[src/rtl/stflag_pkg.sv]
package stflag_pkg;
  localparam int ERR_N        = 6;
  localparam int E_MODE       = 0;
  localparam int E_TXO        = 1;
  localparam int E_RXO        = 2;
  localparam int E_ABT        = 3;
  localparam int E_TXU        = 4;
  localparam int E_RXU        = 5;
  localparam int STAT_EN      = 0;
  localparam int STAT_MS      = 1;
  localparam int STAT_ERR_LSB = 7;
  localparam int STAT_BUSY    = 13;
  localparam int GATE_LSB     = 8;
  localparam int SB_CLR_EN    = 0;
  localparam int SB_SET_EN    = 1;
  localparam int SB_CLR_MS    = 2;
  localparam int SB_SET_MS    = 3;

  typedef enum logic {ADDR_GATE = 1'b0, ADDR_STAT = 1'b1} addrT;

  typedef struct packed {
    logic             setEn;
    logic             clrEn;
    logic             setMs;
    logic             clrMs;
    logic [ERR_N-1:0] setErr;
    logic [ERR_N-1:0] clrErr;
  } strobeT;

  // strobe bit that sets error flag e
  function automatic int setPos(int e);
    case (e)
      E_MODE:  return 7;
      E_TXO:   return 12;
      E_RXO:   return 13;
      E_ABT:   return 14;
      E_TXU:   return 15;
      default: return 5;
    endcase
  endfunction

  // strobe bit that clears error flag e
  function automatic int clrPos(int e);
    case (e)
      E_MODE:  return 6;
      E_TXO:   return 8;
      E_RXO:   return 9;
      E_ABT:   return 10;
      E_TXU:   return 11;
      default: return 4;
    endcase
  endfunction
endpackage

[src/rtl/stflag_ctrl.sv]
module stflag_ctrl
  import stflag_pkg::*;
#(
  parameter int DATA_W = 16
) (
  input  logic                 clk,
  input  logic                 rstN,
  input  logic                 wrEn,
  input  logic                 addr,
  input  logic [DATA_W-1:0]    wrData,
  output strobeT               strobe,
  output logic [ERR_N-1:0]     gateMask
);
  localparam int GATE_N = ERR_N - 1;

  logic [GATE_N-1:0] errEn;
  logic              strobeWr;
  logic              gateWr;

  assign strobeWr = wrEn && (addr == ADDR_STAT);
  assign gateWr   = wrEn && (addr == ADDR_GATE);

  always_ff @(posedge clk or negedge rstN) begin
    if (!rstN) errEn <= '0;
    else if (gateWr) errEn <= wrData[GATE_LSB +: GATE_N];
  end

  // mode error has no enable and is always permitted
  assign gateMask = {errEn, 1'b1};

  assign strobe.setEn = strobeWr && wrData[SB_SET_EN];
  assign strobe.clrEn = strobeWr && wrData[SB_CLR_EN];
  assign strobe.setMs = strobeWr && wrData[SB_SET_MS];
  assign strobe.clrMs = strobeWr && wrData[SB_CLR_MS];

  for (genvar e = 0; e < ERR_N; e++) begin : gDecode
    assign strobe.setErr[e] = strobeWr && wrData[setPos(e)];
    assign strobe.clrErr[e] = strobeWr && wrData[clrPos(e)];
  end
endmodule

[src/rtl/stflag_dp.sv]
module stflag_dp
  import stflag_pkg::*;
(
  input  logic             clk,
  input  logic             rstN,
  input  strobeT           strobe,
  input  logic [ERR_N-1:0] hwEv,
  input  logic [ERR_N-1:0] gateMask,
  output logic             enBit,
  output logic             msBit,
  output logic [ERR_N-1:0] errFlags,
  output logic             errIrq
);
  always_ff @(posedge clk or negedge rstN) begin
    if (!rstN) begin
      enBit <= 1'b0;
      msBit <= 1'b0;
    end else begin
      enBit <= (enBit | strobe.setEn) & ~strobe.clrEn;
      msBit <= (msBit | strobe.setMs) & ~strobe.clrMs;
    end
  end

  for (genvar e = 0; e < ERR_N; e++) begin : gFlag
    logic hwSet;
    assign hwSet = hwEv[e] & gateMask[e];
    always_ff @(posedge clk or negedge rstN) begin
      if (!rstN) errFlags[e] <= 1'b0;
      else errFlags[e] <= hwSet | ((errFlags[e] | strobe.setErr[e]) & ~strobe.clrErr[e]);
    end
  end

  assign errIrq = |errFlags;
endmodule

[src/rtl/status_strobe_regs.sv]
module status_strobe_regs
  import stflag_pkg::*;
#(
  parameter int DATA_W = 16
) (
  input  logic              clk,
  input  logic              rstN,
  input  logic              wrEn,
  input  logic              addr,
  input  logic [DATA_W-1:0] wrData,
  output logic [DATA_W-1:0] rdData,
  input  logic              busyIn,
  input  logic              evRxUnder,
  input  logic              evTxUnder,
  input  logic              evAbort,
  input  logic              evRxOver,
  input  logic              evTxOver,
  input  logic              evMode,
  output logic              opMode,
  output logic              masterSel,
  output logic              errIrq
);
  strobeT           strobe;
  logic [ERR_N-1:0] gateMask;
  logic [ERR_N-1:0] errFlags;
  logic [ERR_N-1:0] hwEv;
  logic [DATA_W-1:0] statWord;
  logic [DATA_W-1:0] gateWord;

  assign hwEv = {evRxUnder, evTxUnder, evAbort, evRxOver, evTxOver, evMode};

  stflag_ctrl #(.DATA_W(DATA_W)) uCtrl (
    .clk(clk), .rstN(rstN), .wrEn(wrEn), .addr(addr), .wrData(wrData),
    .strobe(strobe), .gateMask(gateMask)
  );

  stflag_dp uDp (
    .clk(clk), .rstN(rstN), .strobe(strobe), .hwEv(hwEv), .gateMask(gateMask),
    .enBit(opMode), .msBit(masterSel), .errFlags(errFlags), .errIrq(errIrq)
  );

  always_comb begin
    statWord = '0;
    statWord[STAT_EN] = opMode;
    statWord[STAT_MS] = masterSel;
    statWord[STAT_ERR_LSB +: ERR_N] = errFlags;
    statWord[STAT_BUSY] = busyIn;
    gateWord = '0;
    gateWord[GATE_LSB +: ERR_N-1] = gateMask[ERR_N-1:1];
  end

  assign rdData = (addr == ADDR_STAT) ? statWord : gateWord;
endmodule

[config.mk]
export PLATFORM = sky130hd
export DESIGN_NAME = status_strobe_regs
export DESIGN_NICKNAME = d
export VERILOG_FILES = /design/src/rtl/stflag_pkg.sv /design/src/rtl/stflag_ctrl.sv /design/src/rtl/stflag_dp.sv /design/src/rtl/status_strobe_regs.sv
export SDC_FILE = /design/constraint.sdc
export NUM_CORES = 1
export LEC_CHECK = 0
export BUFFER_PORTS_ARGS = -buffer_cell sky130_fd_sc_hd__buf_2
export CAP_MARGIN = 20
export CORE_MARGIN = 2
export CORE_UTILIZATION = 41
export CTS_BUF_LIST = sky130_fd_sc_hd__clkbuf_16
export DETAILED_ROUTE_END_ITERATION = 8
export GPL_TIMING_DRIVEN = 0
export PLACE_DENSITY = 0.74
export RECOVER_POWER = 50
export SLEW_MARGIN = 20
export SYNTH_ARGS = -nofsm -noshare
export SYNTH_HDL_FRONTEND = slang
export SYNTH_SLANG_ARGS = --single-unit
[constraint.sdc]
create_clock -name clk -period 1 [get_ports clk]
set_input_delay 0.2 -clock clk [delete_from_list [all_inputs] [get_ports clk]]
set_output_delay 0.2 -clock clk [all_outputs]
set_load 0.005 [all_outputs]
==> results.toml, run 1 <==
[synthesis]
ys_types = 16
syn_area_um2 = 732
yosys_warnings = 0
seq_area_frac_synth = 0.444
synth_seq_cells = 13
avgSynthCellArea_um2 = 10.6
syn-instance-count = 69

[floorplanning]
io_pins = 46
rows = 15
initial_core_util = 0.429
chipWidth_um = 46.3
coreArea_um2 = 1710
dieArea_um2 = 2140
die_y_um = 46.3

[clock_tree]
clk_pin_slew_ps = 50
ctsHtreeMaxLevel = 1
cts_tree = "yes"
cts_sinks = 13
cts_buffer_depth = 2
numCtsBuffers = 3
cts_root_buf = "clkbuf_16"
clkLatencyLatePin_ps = 240

[final_layout]
layout_commonest_cell = "buf_2"
seqCellArea_um2 = 325
layout_common_cells = "31 x buf_2, 13 x buf_4, 13 x dfrtp_1"
fillers = 144
drive_above_1_share = 0.597
nets = 152
area_growth_syn_to_layout_pct = 61.0
multiInputGateArea_um2 = 374
antennaDiodeCount = 0

[setup_path]
slowest_stage = "dfrtp_1"
worst_ep_arrival_time_ps = 1100
crit_path_max_fanout = 3
crit_chain = "nor4_2 -> nand2_1 -> buf_2"
crit_type = "reg2out"
critPathTopFamily = "flip-flops"
rr_worst_depth = 3
cp.buffers_inverters = 1
critPathRequiredTime_ps = 800
max_stage_delay_ps = 400
setup.worst_path.start_class = "flip-flop"
end_kind = "output pin"
worst-path-stages = 3

[pwr]
leakage_nw = 0.607
irDropWorstVdd_v = 0.00111
cellPowerDensity_nw_per_um2 = 1610
p_total_mw = 1.90

[drt]
wl_met2_um = 964
vias = 701
routed-wl-met3_um = 136
wl_met1_um = 808
wl_per_cell_um = 13.1
top_layer = "met4"
viasPerCell = 4.70
ant_nets = 0
dr.pass1.iters = 4
drcViolationCount = 0
drtIter0Drc = 11
drt-total-wl_mm = 1.95

[timing]
finClkSkew_ps = 2.74
rsz0062_at_grt = "true"
setup_ws_ps = -300
finalSetupViolCount = 10
drv_slew = 0
hold_ws_ps = 152
period_share = 1.30
period_minus_slack_ps = 1300
fmax_mhz = 769
hold_violations = 0

[outcome]
violations = "setup timing"
outcome = "complete, but fails checks"

[grt]
grt_remaining_overflow = 0
grt_pass1_wl_mm = 3.04
grt_max_degree = 14
globalRouteTotalUtil = 0.204
grt_pass1_vias = 694
antenna_found_initial = 0

[place]
dp_hpwl_mm = 1.37
gp_congestion = 0.774
io_buffers = 38

[hold_path]
holdCritPathClass = "in2reg"
holdPathStages = 2

[run]
maxCapViolations = 0
## worst paths after layout
kind,startpoint,end,slack (ps)
hold reg to reg,uCtrl.errEn[0],uDp.errFlags[1],510
setup / recovery,uDp.errFlags[3],errIrq,-300
max in group asynchronous,rstN,uDp.msBit,350
hold / removal,wrData[2],uDp.msBit,150
min in group asynchronous,rstN,uDp.errFlags[5],400
setup reg to reg,uDp.errFlags[1],uDp.errFlags[1],80
## routing by layer
layer	up-vias	track usage
met5	-	0
met4	0	0.0914
met3	6	0.0471
met2	30	0.347
met1	316	0.241
li1	349	-
## cells in the mapped netlist (all sizes together)
master | number | share of area
nor2b | 1 | 0.019
buf | 10 | 0.11
a31oi | 10 | 0.085
o21ai | 5 | 0.034
conb | 1 | 0.0051
nor4 | 1 | 0.0086
mux2 | 10 | 0.15
and3 | 6 | 0.060
and2 | 4 | 0.034
dfrtp | 13 | 0.44
o21bai | 1 | 0.010
nand2 | 6 | 0.031
nor2 | 1 | 0.0051
## report_power, final
| group | total [mW] | internal, mW | switching (mW) |
|---|---|---|---|
| registers | 0.659 | 0.602 | 0.0577 |
| clock network | 0.748 | 0.528 | 0.220 |
| logic | 0.490 | 0.315 | 0.175 |
| total | 1.90 | 1.44 | 0.454 |
## flip-flops by register name, summed over array words and instances, names as in the netlist
signal	flops
uDp.msBit	1
uCtrl.errEn	5
uDp.errFlags	6
uDp.enBit	1
## timing repair
action	4_1_cts	5_1_grt
hold buffers	1	0
gates resized for setup	7	7
pin swaps	3	0
endpoints found under the hold margin	13	0
setup buffers	5	1
endpoints found under the setup margin	9	10
cloned	0	0
## logic make-up (layout without fill, tap and decap cells)
| family | after synthesis | count (layout) | share of synthesized area |
|---|---|---|---|
| AOI/OAI and AO/OA | 16 | 16 | 0.130 |
| muxes | 10 | 10 | 0.154 |
| buffers and inverters | 10 | 59 | 0.109 |
| and+or+nand+nor | 19 | 19 | 0.157 |
| DFF | 13 | 13 | 0.444 |
| other | 1 | 7 | 0.00512 |
## layout make-up
type	instances	share of cell area
buffer	10	0.0679
clock buffer	3	0.0637
clock inverter	1	0.00318
multi-input combinational	52	0.317
sequential	13	0.276
tap	25	0.0265
timing repair buffer	45	0.245
## through the flow
stage	cells	instance area (µm²)	setup slack, ps	setup TNS, ps	utilization
after global placement	138	976	-220	-1460	0.571
after floorplan	75	754	96.2	0	-
after global routing	149	1180	-369	-2110	0.690
final	149	1180	-300	-1810	0.690
after detailed placement	138	976	-223	-1520	0.571
after CTS	148	1130	-326	-1670	0.664
(Power assumes the default switching activity.)
==> run 2: changes to the inputs <==
PLACE_DENSITY = 0.77   (was 0.74)
==> run 2 against run 1 <==
  * The flow still finishes with violations (setup timing)
  * Combinational power shrank 3%
  * Critical endpoint unchanged
  * Critical path depth is the same
  * Clock power shrank 0.8%
  * Clock skew increased by 0.84 ps
  * Largest power group unchanged
  * Core utilization down 0.88 points
  * Design area down 1.3%
  * Final cell count decreased by 1.3%
  * Non-clock buffer count decreased by 2
  * Sequential power grew 0.8%
  * Routed wire length fell by 2.0%
==> results.toml, run 2 (same netlist as run 1, synthesis figures left out) <==
[outcome]
violations = "setup timing"
outcome = "complete, but fails checks"

[floorplanning]
dieArea_um2 = 2140
rows = 15
chipWidth_um = 46.3
io_pins = 46
initial_core_util = 0.429
die_y_um = 46.3
coreArea_um2 = 1710

[clock_tree]
clkLatencyLatePin_ps = 240
cts_root_buf = "clkbuf_16"
cts_sinks = 13
cts_tree = "yes"
cts_buffer_depth = 2
numCtsBuffers = 3
clk_pin_slew_ps = 40
ctsHtreeMaxLevel = 1

[final_layout]
largest_reg_flops = 6
antennaDiodeCount = 0
top_register = "uDp.errFlags"
nets = 150
post-route-util = 0.681
drive_above_1_share = 0.590
layout_commonest_cell = "buf_2"
layout_common_cells = "31 x buf_2, 13 x dfrtp_1, 11 x buf_4"
area_growth_syn_to_layout_pct = 59.0
reg_top3 = "uDp.errFlags x6, uCtrl.errEn x5"

[pwr]
irDropWorstVdd_v = 0.00110
cellPowerDensity_nw_per_um2 = 1620
leakage_nw = 0.598
p_total_mw = 1.88

[grt]
grt_remaining_overflow = 0
globalRouteTotalUtil = 0.182
grt_max_degree = 14
grt_pass1_wl_mm = 2.64
grt_pass1_vias = 589
antenna_found_initial = 0

[run]
maxCapViolations = 0

[place]
dp_hpwl_mm = 1.30
gp_congestion = 0.721
io_buffers = 38

[drt]
drt-total-wl_mm = 1.91
drcViolationCount = 0
ant_nets = 0
viasPerCell = 4.81
wl_per_cell_um = 13.0
vias = 707
dr.pass1.iters = 4
drtIter0Drc = 16

[timing]
period_minus_slack_ps = 1320
fmax_mhz = 757
drv_slew = 0
finalSetupViolCount = 10
period_share = 1.32
setup_ws_ps = -321
hold_violations = 0
rsz0062_at_grt = "true"
hold_ws_ps = 161
finClkSkew_ps = 3.57

[setup_path]
worst_ep_arrival_time_ps = 1120
setup.worst_path.start_class = "flip-flop"
critPathRequiredTime_ps = 800
crit_type = "reg2out"
end_kind = "output pin"
crit_path_max_fanout = 3

[hold_path]
holdCritPathClass = "in2reg"
==> run 2: final timing paths <==
| check | endpoint | start | depth (start not counted) | slack [ps] |
|---|---|---|---|---|
| max in group asynchronous | uDp.msBit | rstN | 2 | 350 |
| worst min-delay path | uDp.msBit | wrData[2] | 2 | 160 |
| worst min register to register | uDp.errFlags[2] | uCtrl.errEn[1] | 2 | 510 |
| worst max-delay path | errIrq | uDp.errFlags[5] | 3 | -320 |
| worst max register to register | uDp.errFlags[5] | uDp.errFlags[5] | 3 | 90 |
| min in group asynchronous | uDp.errFlags[0] | rstN | 2 | 390 |
==> run 2: stage by stage <==
stage	TNS [ps]	area, µm²	setup WS, ps	cells
5_1_grt	-2030	1160	-380	147
3_3_place_gp	-1390	976	-212	138
4_1_cts	-1720	1100	-313	145
6_report	-1740	1160	-321	147
2_1_floorplan	0	754	96.2	75
3_5_place_dp	-1490	976	-235	138
==> run 2: final cells by class <==
type	instances	area [µm²]
Fill cell	129	544
Multi-Input combinational cell	52	374
Sequential cell	13	325
Timing Repair Buffer	43	274
Buffer	10	80.1
Clock buffer	3	75.1
Tap cell	25	31.3
Clock inverter	1	3.75
==> run 2: what timing repair did <==
action | in CTS | in global routing
endpoints found under the hold margin | 13 | 0
hold buffers | 1 | 0
pin swaps | 3 | 2
gates resized for setup | 5 | 9
setup buffers | 2 | 2
cloned | 0 | 0
setup endpoints to repair | 9 | 10
==> run 2: report_power, final <==
group          total [mW]  switching [mW]  internal (mW)  leakage [nW]
Sequential          0.664          0.0619          0.602         0.143
Combinational       0.475           0.170          0.305         0.413
Clock               0.742           0.215          0.527        0.0423
==> run 2: metal layers <==
layer | share of wire | track usage | up-vias
li1 | - | - | 342
met1 | 0.43 | 0.236 | 326
met2 | 0.49 | 0.289 | 35
met3 | 0.061 | 0.0471 | 4
met4 | 0.013 | 0.0686 | 0
met5 | 0 | 0 | -
==> run 2: critical path, cell delays in order (launching register included) <==
cell	delay (ps)
dfrtp_1	410
nor4_2	270
nand2_1	80
buf_2	130
